<file path="src/rtl/sxalu_pkg.sv">
package sxalu_pkg;

    localparam int OP_W = 8;

    localparam logic [OP_W-1:0] OPC_ADD_N_IMM = 8'h04;
    localparam logic [OP_W-1:0] OPC_ADD_N_REG = 8'h0C;
    localparam logic [OP_W-1:0] OPC_SUB_N_IMM = 8'h14;
    localparam logic [OP_W-1:0] OPC_SUB_N_REG = 8'h1C;
    localparam logic [OP_W-1:0] OPC_ADD_W_IMM = 8'h07;
    localparam logic [OP_W-1:0] OPC_ADD_W_REG = 8'h0F;
    localparam logic [OP_W-1:0] OPC_SUB_W_IMM = 8'h17;
    localparam logic [OP_W-1:0] OPC_SUB_W_REG = 8'h1F;
    localparam logic [OP_W-1:0] OPC_MOV_N_REG = 8'hBC;

    typedef enum logic [1:0] {
        KIND_ADD  = 2'd0,
        KIND_SUB  = 2'd1,
        KIND_MOV  = 2'd2,
        KIND_NONE = 2'd3
    } op_kind_e;

    typedef struct packed {
        op_kind_e kind;
        logic     narrow;
        logic     use_imm;
        logic     legal;
    } op_dec_t;

endpackage

</file>
<file path="src/rtl/sxalu_decode.sv">
module sxalu_decode
    import sxalu_pkg::*;
(
    input  logic [OP_W-1:0] op_code,
    output op_dec_t         dec
);

    always_comb begin
        dec = '{kind: KIND_NONE, narrow: 1'b0, use_imm: 1'b0, legal: 1'b0};
        unique case (op_code)
            OPC_ADD_N_IMM: dec = '{kind: KIND_ADD, narrow: 1'b1, use_imm: 1'b1, legal: 1'b1};
            OPC_ADD_N_REG: dec = '{kind: KIND_ADD, narrow: 1'b1, use_imm: 1'b0, legal: 1'b1};
            OPC_SUB_N_IMM: dec = '{kind: KIND_SUB, narrow: 1'b1, use_imm: 1'b1, legal: 1'b1};
            OPC_SUB_N_REG: dec = '{kind: KIND_SUB, narrow: 1'b1, use_imm: 1'b0, legal: 1'b1};
            OPC_ADD_W_IMM: dec = '{kind: KIND_ADD, narrow: 1'b0, use_imm: 1'b1, legal: 1'b1};
            OPC_ADD_W_REG: dec = '{kind: KIND_ADD, narrow: 1'b0, use_imm: 1'b0, legal: 1'b1};
            OPC_SUB_W_IMM: dec = '{kind: KIND_SUB, narrow: 1'b0, use_imm: 1'b1, legal: 1'b1};
            OPC_SUB_W_REG: dec = '{kind: KIND_SUB, narrow: 1'b0, use_imm: 1'b0, legal: 1'b1};
            OPC_MOV_N_REG: dec = '{kind: KIND_MOV, narrow: 1'b1, use_imm: 1'b0, legal: 1'b1};
            default:       dec = '{kind: KIND_NONE, narrow: 1'b0, use_imm: 1'b0, legal: 1'b0};
        endcase
    end

endmodule

</file>
<file path="src/rtl/sxalu_operands.sv">
module sxalu_operands
    import sxalu_pkg::*;
#(
    parameter int DATA_W = 64,
    parameter int IMM_W  = 32
) (
    input  op_dec_t           dec,
    input  logic [DATA_W-1:0] dst_val,
    input  logic [DATA_W-1:0] src_val,
    input  logic [IMM_W-1:0]  imm_val,
    output logic [DATA_W-1:0] opnd_a,
    output logic [DATA_W-1:0] opnd_b,
    output logic              do_sub
);

    localparam int EXT_W = DATA_W - IMM_W;

    logic [DATA_W-1:0] imm_wide;
    logic [DATA_W-1:0] rhs;

    // Immediate is signed: replicate its top bit across the extra width.
    generate
        if (EXT_W > 0) begin : g_ext
            assign imm_wide = {{EXT_W{imm_val[IMM_W-1]}}, imm_val};
        end else begin : g_noext
            assign imm_wide = imm_val[DATA_W-1:0];
        end
    endgenerate

    assign rhs = dec.use_imm ? imm_wide : src_val;

    always_comb begin
        opnd_a = dst_val;
        opnd_b = rhs;
        do_sub = 1'b0;
        unique case (dec.kind)
            KIND_ADD: begin
                opnd_a = dst_val;
                opnd_b = rhs;
            end
            KIND_SUB: begin
                do_sub = 1'b1;
                // Immediate forms take the immediate as minuend.
                if (dec.use_imm) begin
                    opnd_a = imm_wide;
                    opnd_b = dst_val;
                end else begin
                    opnd_a = dst_val;
                    opnd_b = src_val;
                end
            end
            KIND_MOV: begin
                opnd_a = src_val;
                opnd_b = '0;
            end
            default: begin
                opnd_a = '0;
                opnd_b = '0;
            end
        endcase
    end

endmodule

</file>
<file path="src/rtl/sxalu_addsub.sv">
module sxalu_addsub #(
    parameter int W = 64
) (
    input  logic [W-1:0] a,
    input  logic [W-1:0] b,
    input  logic         sub,
    output logic [W-1:0] sum
);

    logic [W-1:0] b_eff;

    assign b_eff = sub ? ~b : b;
    assign sum   = a + b_eff + {{(W-1){1'b0}}, sub};

endmodule

</file>
<file path="src/rtl/sxalu_shape.sv">
module sxalu_shape
    import sxalu_pkg::*;
#(
    parameter int DATA_W = 64
) (
    input  op_dec_t           dec,
    input  logic [DATA_W-1:0] sum,
    input  logic [DATA_W-1:0] opnd_a,
    output logic [DATA_W-1:0] res_val,
    output logic              bad_op
);

    localparam int HALF_W = DATA_W / 2;

    logic [DATA_W-1:0] narrow_zx;
    logic [DATA_W-1:0] move_sx;

    assign narrow_zx = {{(DATA_W-HALF_W){1'b0}}, sum[HALF_W-1:0]};
    assign move_sx   = {{(DATA_W-HALF_W){opnd_a[HALF_W-1]}}, opnd_a[HALF_W-1:0]};

    always_comb begin
        bad_op  = ~dec.legal;
        res_val = '0;
        unique case (dec.kind)
            KIND_ADD, KIND_SUB: res_val = dec.narrow ? narrow_zx : sum;
            KIND_MOV:           res_val = move_sx;
            default:            res_val = '0;
        endcase
    end

endmodule

</file>
<file path="src/rtl/sxalu_core.sv">
module sxalu_core
    import sxalu_pkg::*;
#(
    parameter int DATA_W = 64,
    parameter int IMM_W  = 32
) (
    input  logic [7:0]        op_code,
    input  logic [DATA_W-1:0] dst_val,
    input  logic [DATA_W-1:0] src_val,
    input  logic [IMM_W-1:0]  imm_val,
    output logic [DATA_W-1:0] res_val,
    output logic              bad_op
);

    op_dec_t           dec;
    logic [DATA_W-1:0] opnd_a;
    logic [DATA_W-1:0] opnd_b;
    logic              do_sub;
    logic [DATA_W-1:0] sum;

    sxalu_decode u_dec (
        .op_code (op_code),
        .dec     (dec)
    );

    sxalu_operands #(.DATA_W(DATA_W), .IMM_W(IMM_W)) u_opnd (
        .dec     (dec),
        .dst_val (dst_val),
        .src_val (src_val),
        .imm_val (imm_val),
        .opnd_a  (opnd_a),
        .opnd_b  (opnd_b),
        .do_sub  (do_sub)
    );

    sxalu_addsub #(.W(DATA_W)) u_add (
        .a   (opnd_a),
        .b   (opnd_b),
        .sub (do_sub),
        .sum (sum)
    );

    sxalu_shape #(.DATA_W(DATA_W)) u_shape (
        .dec     (dec),
        .sum     (sum),
        .opnd_a  (opnd_a),
        .res_val (res_val),
        .bad_op  (bad_op)
    );

endmodule

</file>
<file path="config.mk">
export PLATFORM = sky130hd
export DESIGN_NAME = sxalu_core
export DESIGN_NICKNAME = d
export VERILOG_FILES = /design/src/rtl/sxalu_pkg.sv /design/src/rtl/sxalu_decode.sv /design/src/rtl/sxalu_operands.sv /design/src/rtl/sxalu_addsub.sv /design/src/rtl/sxalu_shape.sv /design/src/rtl/sxalu_core.sv
export SDC_FILE = /design/constraint.sdc
export NUM_CORES = 1
export LEC_CHECK = 0
export BUFFER_PORTS_ARGS = -buffer_cell sky130_fd_sc_hd__buf_2
export CORE_UTILIZATION = 62
export DETAILED_ROUTE_END_ITERATION = 12
export PLACE_DENSITY = 0.95
export SLEW_MARGIN = 20
export SYNTH_ARGS = -nofsm -noshare
export SYNTH_HDL_FRONTEND = slang
export SYNTH_HIERARCHICAL = 1
export SYNTH_SLANG_ARGS = --single-unit
</file>
<file path="constraint.sdc">
create_clock -name vclk -period 12.98
set_input_delay 0 -clock vclk [all_inputs]
set_output_delay 0 -clock vclk [all_outputs]
set_load 0.005 [all_outputs]
</file>
======== Word level (Yosys, flattened, before mapping) ========
Cells that the tools add are included.
W data, S select, Z words.
operators by class
  muxes and demuxes ....................... 10
  equality and inequality tests ........... 11
  $add $sub $neg .......................... 2
  bitwise gates (word level) .............. 2
  reductions and logical operators ........ 2
operators by type and width
  operator              number
  $mux W64              5
  $pmux W64 S2          2
  $pmux W64 S3          1
  $add A64 B1 Y64       1
  $add A64 B64 Y64      1
  $not A64 Y64          1
  $pmux W5 S9           1
  $eq A8 B5 Y1 const B  4
  $eq A8 B3 Y1 const B  2
  $eq A8 B4 Y1 const B  2
  $eq A8 B8 Y1 const B  1
  $eq A2 B1 Y1 const B  1
  $eq A2 B2 Y1 const B  1
  $logic_not A2 Y1      1
  $reduce_or A2 Y1      1
  $mux W1               1
  $not A1 Y1            1
word-level totals
  output and inout port bits .............. 65
  bits in registers ....................... 0
  word-level logic and storage cells ...... 27

======== Logic depth before layout (Yosys ltp) ========
  depth in word-level cells ............... 10
  depth in mapped cells ................... 22
  gate-level depth less buffers ........... 18

======== Hierarchy ========
Netlist, hierarchy kept.
modules (own cells, without submodules)
  module          area each (µm²)  sequential area each (µm²)  instances  cells an instance
  sxalu_addsub    4,475.5          0.0                         1          652
  sxalu_operands  3,920.0          0.0                         1          487
  sxalu_shape     636.9            0.0                         1          82
  sxalu_decode    97.6             0.0                         1          15

======== Worst setup path after synthesis ========
No wires, ideal clock.
  kind .................................... input to output
  start point ............................. input op_code[3]
  end point ............................... output res_val[63]
  data required time ...................... 12.980 ns
  path buffers ............................ 6
  data arrival time ....................... 4.119 ns
  cell stages on the path ................. 22
  setup slack ............................. 8.861 ns
  cell sequence ........................... and4_1 -> o21ai_1 -> a21o_1 -> buf_6 -> buf_6 -> buf_2 -> nor2b_1 -> buf_6 -> buf_1 -> xor2_1 -> ha_1 -> buf_2 -> a21oi_1 -> o21ai_1 -> a211oi_2 -> o21ai_2 -> o311ai_2 -> a21oi_2 -> a31o_1 -> or4_1 -> nand3_1 -> a21o_1
RTL lines
  element             RTL line          text
  start: declaration  sxalu_core.sv:7   input logic [7:0] op_code,
  end: declaration    sxalu_core.sv:11  output logic [DATA_W-1:0] res_val,

==> metrics.txt <==
area of the die=15,200 sq um; min cycle time layout=6.49 ns; library cells used by synthesis=between 70 and 80; Place WS=6.74 ns; critical path endpoint category=output pin; initial antenna violation count=0; placed cell count=1,555; detailed-route DRC error count=0; Total Routing Usage GR=35.1%; Post-Synthesis Cells=1,236; I/O Buffers=233; routed len/inst=17.8 microns; CP max-delay cell=buf_4; Pwr per Cell Area=around 14 nW/um^2; post-CTS sizing=0; row cnt=43; die height=around 120 microns; global route overflow=0; post-synth top area cell=mux2i_1; max frequency=154 MHz; Setup CP Type=input pin to output pin; Area contributors post-synth=mux2i_1 10%, o221ai_2 9.9%, ha_1 9.3%; # setup viols final=0; critical path's largest stage delay=approximately 0.8 ns; Max Used Layer=met4; area of the multi-input gates=approximately 8000 sq um; synthesized area per cell=7.39 sq um; synthesized net count=roughly 1.5k; via count=10.4k; crit-path cells=buf_2 > xnor2_1 > nand3_4 > nor2_4 > buf_4 > or2_4 > buf_4 > o221ai_2 > ha_1 > a21oi_1 > o21ai_0 > o21ai_0 > a21oi_1 > o31ai_1 > a21oi_1 > o21ai_0 > nand2_1 > a311oi_1 > a21o_1 > buf_2; metal3 WL=2190 microns; Synth top cells by count=106 x nor2_1, 102 x nand2_1, 95 x mux2i_1; Area growth syn-to-layout=9.98%; Pleak=5.95 nW; TNS Setup=0 ns; arrival time at the worst endpoint=6.49 ns; RSZ-0062 raised after global routing=no; Max VDD drop=15.2 uV; Core ar.=roughly 14,000 sq um; normalized max-slew margin=25.2%; Worst EP required=12.98 ns; I/O pins=233; Hold/Removal Path Class=input pin to output pin; register area=0 sq um; worst hold margin=approximately 0.4 ns; Setup Buffers After CTS=0; Worst-Margin Slew=1.12 ns; first-pass GRT wire length=44,800 microns; most common cell in the synthesized netlist=nor2_1; crit start category=input pin; DRT antenna net count=0; Final Hold Fails=0; sequential cell area fraction in the yosys report=0%; diode count=0; Seq cells=0; Slew Limit Fails=0; Initial Utilization=around 65%; share of layout cells above drive strength 1=a little over a quarter; vias in the first global route=roughly 9.6k; outcome=complete, no violations; met2 WL=12,900 microns; final wirelength=27,700 microns; Synth Warn #=6; met1 WL=11,600 microns; Non-Filler Instances=1,555; Final Util=between 70% and 80%; Tcrit/Tclk final=approximately half; setup ws final=6.49 ns; WP buf/inv=4; vias per cell=6.71; post-route cell area=10,000 sq um; DPL Wire Length=21,500 microns; clkbuf count=0; initial DRC count=1,092; Cell Area, Synth=9130 sq um; final RePlAce weighted congestion=1.05; largest net degree at the start of global routing=89; Initial DRT Pass Iterations=6; family with the most delay on the worst path=compound AO/OA/AOI/OAI gates; Post-CTS Hold Fix Bufs=0; Fillers=1,112; Tot Pwr=~140 uW; max cap viols=0; crit-path max FO=88; Synth top area share=10.4%; Post-DP Area=10,000 sq um; Chip Width=around 120 microns; Layout Nets=1,614
==> cell type report <==
cell class,count,share of cell area (%)
inverters,88,3.29
multi-input cells,1042,82.0
well taps,180,2.24
repair buffers,245,12.5
==> cells by family (layout without fill, tap and decap cells) <==
logic type / count (synthesis) / after routing / synth area share (%)
AOI/OAI and AO/OA: 424 / 424 / 39.9
xor gates and xnor gates: 124 / 124 / 11.9
and+or+nand+nor: 328 / 328 / 17.6
buffers and inverters: 194 / 333 / 10.3
muxes: 97 / 97 / 10.8
adders and majority gates: 69 / 69 / 9.54
==> per-layer routing <==
layer	track usage, %	up-vias
met1	45.3	4822
li1	-	4884
met5	0	-
met4	13.6	0
met2	59.8	617
met3	3.41	113
==> tightest hold or removal path, cell delays in order <==
cell and delay [ns]:
buf_2 0.12, nand3_1 0.07, a21oi_1 0.06, inv_1 0.05, buf_2 0.10
==> layout by cell type (no fill, tap or decap), types with 5 or more instances in the layout <==
cell type | Yosys | final
a211oi_1 | 36 | 36
a21o_1 | 57 | 56
a21oi_1 | 94 | 94
a22o_1 | 31 | 31
a311oi_1 | 5 | 5
a311oi_2 | 30 | 30
buf_2 | 42 | 233
buf_4 | 5 | 12
ha_1 | 68 | 68
inv_1 | 87 | 87
mux2i_1 | 95 | 95
nand2_1 | 102 | 102
nand2b_1 | 9 | 8
nand3_1 | 15 | 14
nand4_1 | 21 | 21
nand4b_1 | 33 | 33
nor2_1 | 106 | 104
nor2b_1 | 8 | 7
nor3_1 | 11 | 11
o21a_1 | 5 | 5
o21ai_0 | 43 | 43
o21ai_1 | 5 | 5
o21bai_1 | 16 | 16
o221ai_1 | 6 | 6
o221ai_2 | 60 | 60
or3_1 | 5 | 5
xnor2_1 | 41 | 41
xor2_1 | 83 | 83
==> path summary, 6_finish.rpt <==
path	start	end	slack, ns	depth (start not counted)
setup / recovery	op_code[0]	res_val[57]	6.49	20
hold / removal	op_code[0]	bad_op	0.40	5
==> where the power goes <==
| group | internal, mW | switching (mW) |
|---|---|---|
| combinational | 0.0571 | 0.0846 |
| sequential | 0 | 0 |
| clock | 0 | 0 |
(Power assumes the default switching activity.)
